$ cat src/rtl/ebus_seq_pkg.sv
package ebus_seq_pkg;

    localparam int WAIT_W = 4;
    localparam int GAP_W  = 2;

    typedef enum logic [2:0] {
        ST_IDLE,
        ST_TURN,
        ST_ADDR,
        ST_SETUP,
        ST_STROBE,
        ST_HOLD,
        ST_RECOV
    } seq_state_e;

    typedef struct packed {
        logic              rdy_en;
        logic              addr_dly;
        logic              hold_ext;
        logic              setup_ext;
        logic [GAP_W-1:0]  turn;
        logic [GAP_W-1:0]  recov;
        logic [WAIT_W-1:0] page_w;
        logic [WAIT_W-1:0] first_w;
    } area_cfg_t;

endpackage

$ cat src/rtl/ebus_cfg_decode.sv
module ebus_cfg_decode
    import ebus_seq_pkg::*;
(
    input  logic [15:0] raw,
    input  logic [1:0]  reduce,
    output area_cfg_t   cfg
);

    always_comb begin
        cfg.first_w   = raw[3:0] >> reduce;
        cfg.page_w    = raw[7:4] >> reduce;
        cfg.recov     = raw[9:8];
        cfg.turn      = raw[11:10];
        cfg.setup_ext = raw[12];
        cfg.hold_ext  = raw[13];
        cfg.addr_dly  = raw[14];
        cfg.rdy_en    = raw[15];
    end

endmodule

$ cat src/rtl/ebus_down_timer.sv
module ebus_down_timer #(
    parameter int W = 4
) (
    input  logic         clk,
    input  logic         rst_n,
    input  logic         load,
    input  logic [W-1:0] load_val,
    input  logic         dec,
    output logic         zero
);

    logic [W-1:0] cnt_q;

    always_ff @(posedge clk or negedge rst_n) begin
        if (!rst_n) begin
            cnt_q <= '0;
        end else if (load) begin
            cnt_q <= load_val;
        end else if (dec && cnt_q != '0) begin
            cnt_q <= cnt_q - 1'b1;
        end
    end

    assign zero = (cnt_q == '0);

endmodule

$ cat src/rtl/ebus_burst_addr.sv
module ebus_burst_addr #(
    parameter int ADDR_W = 24
) (
    input  logic              clk,
    input  logic              rst_n,
    input  logic              load,
    input  logic [ADDR_W-1:0] base,
    input  logic [1:0]        code,
    input  logic              adv,
    output logic [ADDR_W-1:0] addr,
    output logic              last
);

    localparam int CNT_W = 3;

    logic [ADDR_W-1:0] addr_q;
    logic [CNT_W-1:0]  mask_q;
    logic [CNT_W-1:0]  left_q;
    logic [ADDR_W-1:0] wide_mask;

    assign wide_mask = {{(ADDR_W-CNT_W){1'b0}}, mask_q};

    always_ff @(posedge clk or negedge rst_n) begin
        if (!rst_n) begin
            addr_q <= '0;
            mask_q <= '0;
            left_q <= '0;
        end else if (load) begin
            addr_q <= base;
            mask_q <= (CNT_W'(1) << code) - CNT_W'(1);
            left_q <= (CNT_W'(1) << code) - CNT_W'(1);
        end else if (adv) begin
            addr_q <= (addr_q & ~wide_mask) | ((addr_q + 1'b1) & wide_mask);
            left_q <= left_q - 1'b1;
        end
    end

    assign addr = addr_q;
    assign last = (left_q == '0);

endmodule

$ cat src/rtl/ebus_cycle_seq.sv
module ebus_cycle_seq
    import ebus_seq_pkg::*;
#(
    parameter int ADDR_W = 24,
    parameter int DATA_W = 16
) (
    input  logic              clk,
    input  logic              rst_n,
    input  logic              req_valid,
    output logic              req_ready,
    input  logic              req_write,
    input  logic [ADDR_W-1:0] req_addr,
    input  logic [1:0]        req_burst,
    input  logic [DATA_W-1:0] req_wdata,
    input  logic [15:0]       cfg_wait,
    input  logic [1:0]        cfg_reduce,
    output logic [ADDR_W-1:0] bus_addr,
    output logic              bus_cs_n,
    output logic              bus_rd_n,
    output logic              bus_wr_n,
    output logic [DATA_W-1:0] bus_wdata,
    input  logic              bus_rdy,
    input  logic [DATA_W-1:0] bus_rdata,
    output logic              rsp_valid,
    output logic              rsp_last,
    output logic [DATA_W-1:0] rsp_rdata
);

    seq_state_e        state, nxt;
    area_cfg_t         dec_cfg, cfg_q;
    logic              wr_q;
    logic [DATA_W-1:0] wdata_q;
    logic              accept, beat_done, last_beat;
    logic              wait_zero, gap_zero;
    logic              gap_load;
    logic [GAP_W-1:0]  gap_val;
    logic              wait_load;
    logic [WAIT_W-1:0] wait_val;

    function automatic seq_state_e entry_of(area_cfg_t c);
        if (c.addr_dly)       return ST_ADDR;
        else if (c.setup_ext) return ST_SETUP;
        else                  return ST_STROBE;
    endfunction

    function automatic seq_state_e after_hold(area_cfg_t c, logic wr);
        return (wr && c.recov != '0) ? ST_RECOV : ST_IDLE;
    endfunction

    ebus_cfg_decode u_decode (
        .raw    (cfg_wait),
        .reduce (cfg_reduce),
        .cfg    (dec_cfg)
    );

    assign accept    = (state == ST_IDLE) && req_valid;
    assign beat_done = (state == ST_STROBE) && wait_zero && (!cfg_q.rdy_en || bus_rdy);

    // next-state decision
    always_comb begin
        nxt = state;
        unique case (state)
            ST_IDLE: begin
                if (accept) begin
                    if (req_write && !wr_q && cfg_q.turn != '0) nxt = ST_TURN;
                    else                                        nxt = entry_of(dec_cfg);
                end
            end
            ST_TURN:   if (gap_zero) nxt = entry_of(cfg_q);
            ST_ADDR:   nxt = cfg_q.setup_ext ? ST_SETUP : ST_STROBE;
            ST_SETUP:  nxt = ST_STROBE;
            ST_STROBE: begin
                if (beat_done && last_beat)
                    nxt = cfg_q.hold_ext ? ST_HOLD : after_hold(cfg_q, wr_q);
            end
            ST_HOLD:   nxt = after_hold(cfg_q, wr_q);
            ST_RECOV:  if (gap_zero) nxt = ST_IDLE;
            default:   nxt = ST_IDLE;
        endcase
    end

    // state register
    always_ff @(posedge clk or negedge rst_n) begin
        if (!rst_n) state <= ST_IDLE;
        else        state <= nxt;
    end

    // request capture and response stage
    always_ff @(posedge clk or negedge rst_n) begin
        if (!rst_n) begin
            cfg_q     <= '0;
            wr_q      <= 1'b0;
            wdata_q   <= '0;
            rsp_valid <= 1'b0;
            rsp_last  <= 1'b0;
            rsp_rdata <= '0;
        end else begin
            if (accept) begin
                cfg_q   <= dec_cfg;
                wr_q    <= req_write;
                wdata_q <= req_wdata;
            end
            rsp_valid <= beat_done;
            rsp_last  <= beat_done && last_beat;
            if (beat_done && !wr_q) rsp_rdata <= bus_rdata;
        end
    end

    // gap counter: turnaround uses the previous area, recovery the current one
    assign gap_load = ((nxt == ST_TURN) && (state != ST_TURN)) ||
                      ((nxt == ST_RECOV) && (state != ST_RECOV));
    assign gap_val  = (nxt == ST_TURN) ? cfg_q.turn - 2'd1 : cfg_q.recov - 2'd1;

    ebus_down_timer #(.W(GAP_W)) u_gap (
        .clk      (clk),
        .rst_n    (rst_n),
        .load     (gap_load),
        .load_val (gap_val),
        .dec      ((state == ST_TURN) || (state == ST_RECOV)),
        .zero     (gap_zero)
    );

    // wait counter: first beat loaded at accept, later beats on advance
    assign wait_load = accept || (beat_done && !last_beat);
    assign wait_val  = accept ? dec_cfg.first_w : cfg_q.page_w;

    ebus_down_timer #(.W(WAIT_W)) u_wait (
        .clk      (clk),
        .rst_n    (rst_n),
        .load     (wait_load),
        .load_val (wait_val),
        .dec      (state == ST_STROBE),
        .zero     (wait_zero)
    );

    ebus_burst_addr #(.ADDR_W(ADDR_W)) u_addr (
        .clk   (clk),
        .rst_n (rst_n),
        .load  (accept),
        .base  (req_addr),
        .code  (req_burst),
        .adv   (beat_done && !last_beat),
        .addr  (bus_addr),
        .last  (last_beat)
    );

    // pin decode from state
    always_comb begin
        req_ready = (state == ST_IDLE);
        bus_cs_n  = !((state == ST_SETUP) || (state == ST_STROBE) || (state == ST_HOLD));
        bus_rd_n  = !((state == ST_STROBE) && !wr_q);
        bus_wr_n  = !((state == ST_STROBE) && wr_q);
        bus_wdata = wdata_q;
    end

endmodule

$ cat config.mk
export PLATFORM = sky130hd
export DESIGN_NAME = ebus_cycle_seq
export DESIGN_NICKNAME = d
export VERILOG_FILES = /design/src/rtl/ebus_seq_pkg.sv /design/src/rtl/ebus_cfg_decode.sv /design/src/rtl/ebus_down_timer.sv /design/src/rtl/ebus_burst_addr.sv /design/src/rtl/ebus_cycle_seq.sv
export SDC_FILE = /design/constraint.sdc
export NUM_CORES = 1
export LEC_CHECK = 0
export BUFFER_PORTS_ARGS = -buffer_cell sky130_fd_sc_hd__buf_2
export CAP_MARGIN = 25
export CORE_MARGIN = 1.5
export CORE_UTILIZATION = 44
export CTS_CLUSTER_SIZE = 30
export DETAILED_ROUTE_END_ITERATION = 8
export GPL_ROUTABILITY_DRIVEN = 0
export PLACE_DENSITY = 0.71
export RECOVER_POWER = 25
export REMOVE_ABC_BUFFERS = 1
export SYNTH_ARGS = -nofsm -noshare
export SYNTH_HDL_FRONTEND = slang
export SYNTH_HIERARCHICAL = 1
export SYNTH_SLANG_ARGS = --single-unit
$ cat constraint.sdc
create_clock -name clk -period 3.2 [get_ports clk]
set_clock_uncertainty 0.1 [all_clocks]
set_input_delay 0.8 -clock clk [delete_from_list [all_inputs] [get_ports clk]]
set_output_delay 0.8 -clock clk [all_outputs]
set_load 0.005 [all_outputs]
==> out/results.tsv <==
metric	value	unit
insertion_delay	0.34	ns
worstHoldPathType	reg2reg	
postSynth.topFlopCell	sky130_fd_sc_hd__dfrtp_1	
hpwlAfterDp	6.59	mm
diodes	0	
area.growth.synth_to_final	21.3	%
placed_cell_area	4920	um2
drc	0	
setup.worst_path.class	reg2out	
yosysSeqAreaShare	0.511	
route.vias.total	3148	
edff_count_synth	0	
initial_utilization	0.456	
floorplan.die.height	101	um
fin_crit	2.60	ns
die_area	10200	um2
finalHoldViolCount	0	
core.rowCount	35	
placed_cells_incl_taps	638	
num_io_pins	143	
cts_made_buffers	9	
worstPathRequired	2.30	ns
postSynthAreaPerCell	10.9	um2
cts_sinks	86	
postSynthCellCount	388	
path_clk_slew	0.08	ns
final-setup-viol-count	0	
worst_max_slew_pin_slew	1.12	ns
drive_gt1_frac	0.408	
grt_antenna_before_repair	0	
final.hold.worst_slack	0.373	ns
final_nets	606	
run_status	finished clean	
power.leakage	2.68	nW
number_of_global_route_vias_before_repair	3185	
tritoncts	yes	
vias_per_cell	4.82	
rsz0062_at_grt	no	
synth.distinct_cells	48	
yosys_register_bits	86	
critical-path-slowest-cell	sky130_fd_sc_hd__dfrtp_1	
wirelength	8.78	mm
fp.coreArea	9240	um2
drt_first_pass_iters	4	
cts-htree-levels	3	
maximum_number_of_pins_on_one_net_before_global_route_repair	46	
die-width	101	um
detailed_router_s_first_iteration_violation_count	138	
design_power_total	4.84	mW
global_route.usage.total	0.180	
critPathMaxStageDelay	0.57	ns
number_of_buffers_added_to_fix_hold_violations_after_cts	0	
path_cells	nor3b_4, or2b_1, buf_2	
crit_fanout	12	
io_buffer_count	142	
max_freq	384	MHz
sum_of_negative_setup_slack	0	ns
final_cell_count_no_fill	653	
max-cap-violations	0	
slew-limit-headroom	0.256	
synth_warnings	6	
pwr_density_cell	947	nW/um2
finish.instance_area	5110	um2
critPathCaptureType	output pin	
clock_tree.root_cell	sky130_fd_sc_hd__clkbuf_8	
critical_path.startpoint_type	flip-flop	
cts_resized	0	
grt_first_pass_wirelength	14.5	mm
postSynth.asyncResetShare	1.00	
drt-wirelength-per-cell	13.4	um
final_antenna_net_count	0	
post_cts_buffers	0	
globalRouteOverflowTotal	0	
maxSlewViolCount	0	
fin_crit_sh	0.813	
netlist_area_before_placement	4210	um2
clock_tree_buf_depth	2	
cp_data_arrival_time	1.70	ns
vdd_ir_drop_max	0.404	mV
==> where the power goes <==
part           switching (mW)  internal, mW
Combinational           0.965          1.09
Clock                   0.384         0.439
Sequential              0.352          1.61
Total                    1.70          3.14
==> path summary, 6_finish.rpt <==
path | from | to | slack [ns] | cells past startpoint
max | state[2] | bus_rd_n | 0.60 | 3
max in group asynchronous | rst_n | bus_wdata[11] | 0.87 | 2
min | cfg_q[7] | cfg_q[7] | 0.37 | 2
min in group asynchronous | rst_n | rsp_rdata[7] | 0.55 | 1
min reg2reg | cfg_q[7] | cfg_q[7] | 0.37 | 2
max reg2reg | u_wait/cnt_q[0] | u_gap/cnt_q[1] | 0.83 | 9
==> layout by cell type, fill, tap and decap left out, types with 2 or more instances in the layout <==
cell | netlist | routed
sky130_fd_sc_hd__a211oi_1 | 2 | 2
sky130_fd_sc_hd__buf_2 | 0 | 141
sky130_fd_sc_hd__buf_4 | 11 | 5
sky130_fd_sc_hd__bufinv_16 | 0 | 2
sky130_fd_sc_hd__clkbuf_2 | 0 | 2
sky130_fd_sc_hd__clkbuf_8 | 0 | 9
sky130_fd_sc_hd__clkinvlp_4 | 0 | 2
sky130_fd_sc_hd__dfrtp_1 | 86 | 86
sky130_fd_sc_hd__ha_1 | 5 | 5
sky130_fd_sc_hd__inv_1 | 12 | 12
sky130_fd_sc_hd__mux2_2 | 13 | 13
sky130_fd_sc_hd__mux2_4 | 25 | 25
sky130_fd_sc_hd__mux2i_1 | 12 | 12
sky130_fd_sc_hd__nand2_1 | 112 | 112
sky130_fd_sc_hd__nand2b_1 | 6 | 6
sky130_fd_sc_hd__nand3_1 | 4 | 4
sky130_fd_sc_hd__nand3b_1 | 3 | 3
sky130_fd_sc_hd__nor2_1 | 16 | 16
sky130_fd_sc_hd__nor2b_1 | 3 | 3
sky130_fd_sc_hd__nor3_1 | 4 | 4
sky130_fd_sc_hd__nor3b_1 | 4 | 4
sky130_fd_sc_hd__nor3b_2 | 2 | 2
sky130_fd_sc_hd__o211ai_2 | 2 | 2
sky130_fd_sc_hd__o21a_1 | 3 | 3
sky130_fd_sc_hd__o21ai_0 | 13 | 13
sky130_fd_sc_hd__o21ai_2 | 2 | 2
sky130_fd_sc_hd__o22ai_1 | 2 | 2
sky130_fd_sc_hd__o311ai_0 | 2 | 2
sky130_fd_sc_hd__or2b_1 | 2 | 2
sky130_fd_sc_hd__or4b_1 | 2 | 2
sky130_fd_sc_hd__xor2_1 | 5 | 5
==> sequential cells by signal (all words and copies together) (netlist names), named ones only <==
signal,count
u_gap/cnt_q,2
state,3
rsp_rdata,16
u_addr/addr,22
cfg_q,12
u_addr/left_q,3
u_addr/mask_q,3
bus_wdata,16
rsp_valid,1
wr_q,1
u_wait/cnt_q,4
rsp_last,1
==> layout make-up <==
| type | count | area (um2) |
|---|---|---|
| Timing Repair Buffer | 148 | 753 |
| Inverter | 14 | 53.8 |
| Fill cell | 837 | 4130 |
| Clock inverter | 5 | 83.8 |
| Tap cell | 129 | 161 |
| Sequential cell | 86 | 2150 |
| Clock buffer | 10 | 128 |
| Multi-Input combinational cell | 261 | 1780 |
==> Yosys cell counts (6+ instances only) <==
cell	number	area [um2]
sky130_fd_sc_hd__dfrtp_1	86	2150
sky130_fd_sc_hd__buf_6	7	78.8
sky130_fd_sc_hd__mux2i_1	12	120
sky130_fd_sc_hd__nand2_1	112	420
sky130_fd_sc_hd__nor2_1	16	60.1
sky130_fd_sc_hd__buf_4	11	82.6
sky130_fd_sc_hd__nand2b_1	6	37.5
sky130_fd_sc_hd__inv_1	12	45.0
sky130_fd_sc_hd__mux2_2	13	146
sky130_fd_sc_hd__mux2_4	25	375
sky130_fd_sc_hd__o21ai_0	13	65.1
sky130_fd_sc_hd__clkbuf_1	7	26.3
==> through the flow <==
stage / utilization / worst slack (ns)
4_1_cts: 0.555 / 0.581
2_1_floorplan: - / 0.130
3_3_place_gp: 0.532 / 0.793
5_1_grt: 0.553 / 0.400
6_report: 0.553 / 0.599
3_5_place_dp: 0.532 / 0.663
==> cells by family (layout without fill, tap and decap cells) <==
family          after synthesis  count (layout)  synth area share
buf+inv                      41             177            0.0668
xor+xnor                      5               5            0.0104
mux                          50              50             0.152
flops                        86              86             0.511
simple gates                167             167             0.188
compound gates               34              34            0.0561
fa+ha+maj                     5               5            0.0149
==> routing by layer <==
layer / vias up / routed length [um] / track usage / share of wire
met2: 84 / 4380 / 0.304 / 0.50
met4: 0 / 215 / 0.0693 / 0.024
met5: - / 0 / 0 / 0
met1: 1509 / 3750 / 0.230 / 0.43
li1: 1537 / - / - / -
met3: 18 / 443 / 0.0333 / 0.050
==> worst max-delay path: cells and delay by family (launching register included) <==
family,cells,cell delay [ns]
flip-flops,1,0.57
buffers and inverters,1,0.12
AND/OR/NAND/NOR,2,0.67
No activity file was read; power rests on OpenSTA's default activity.
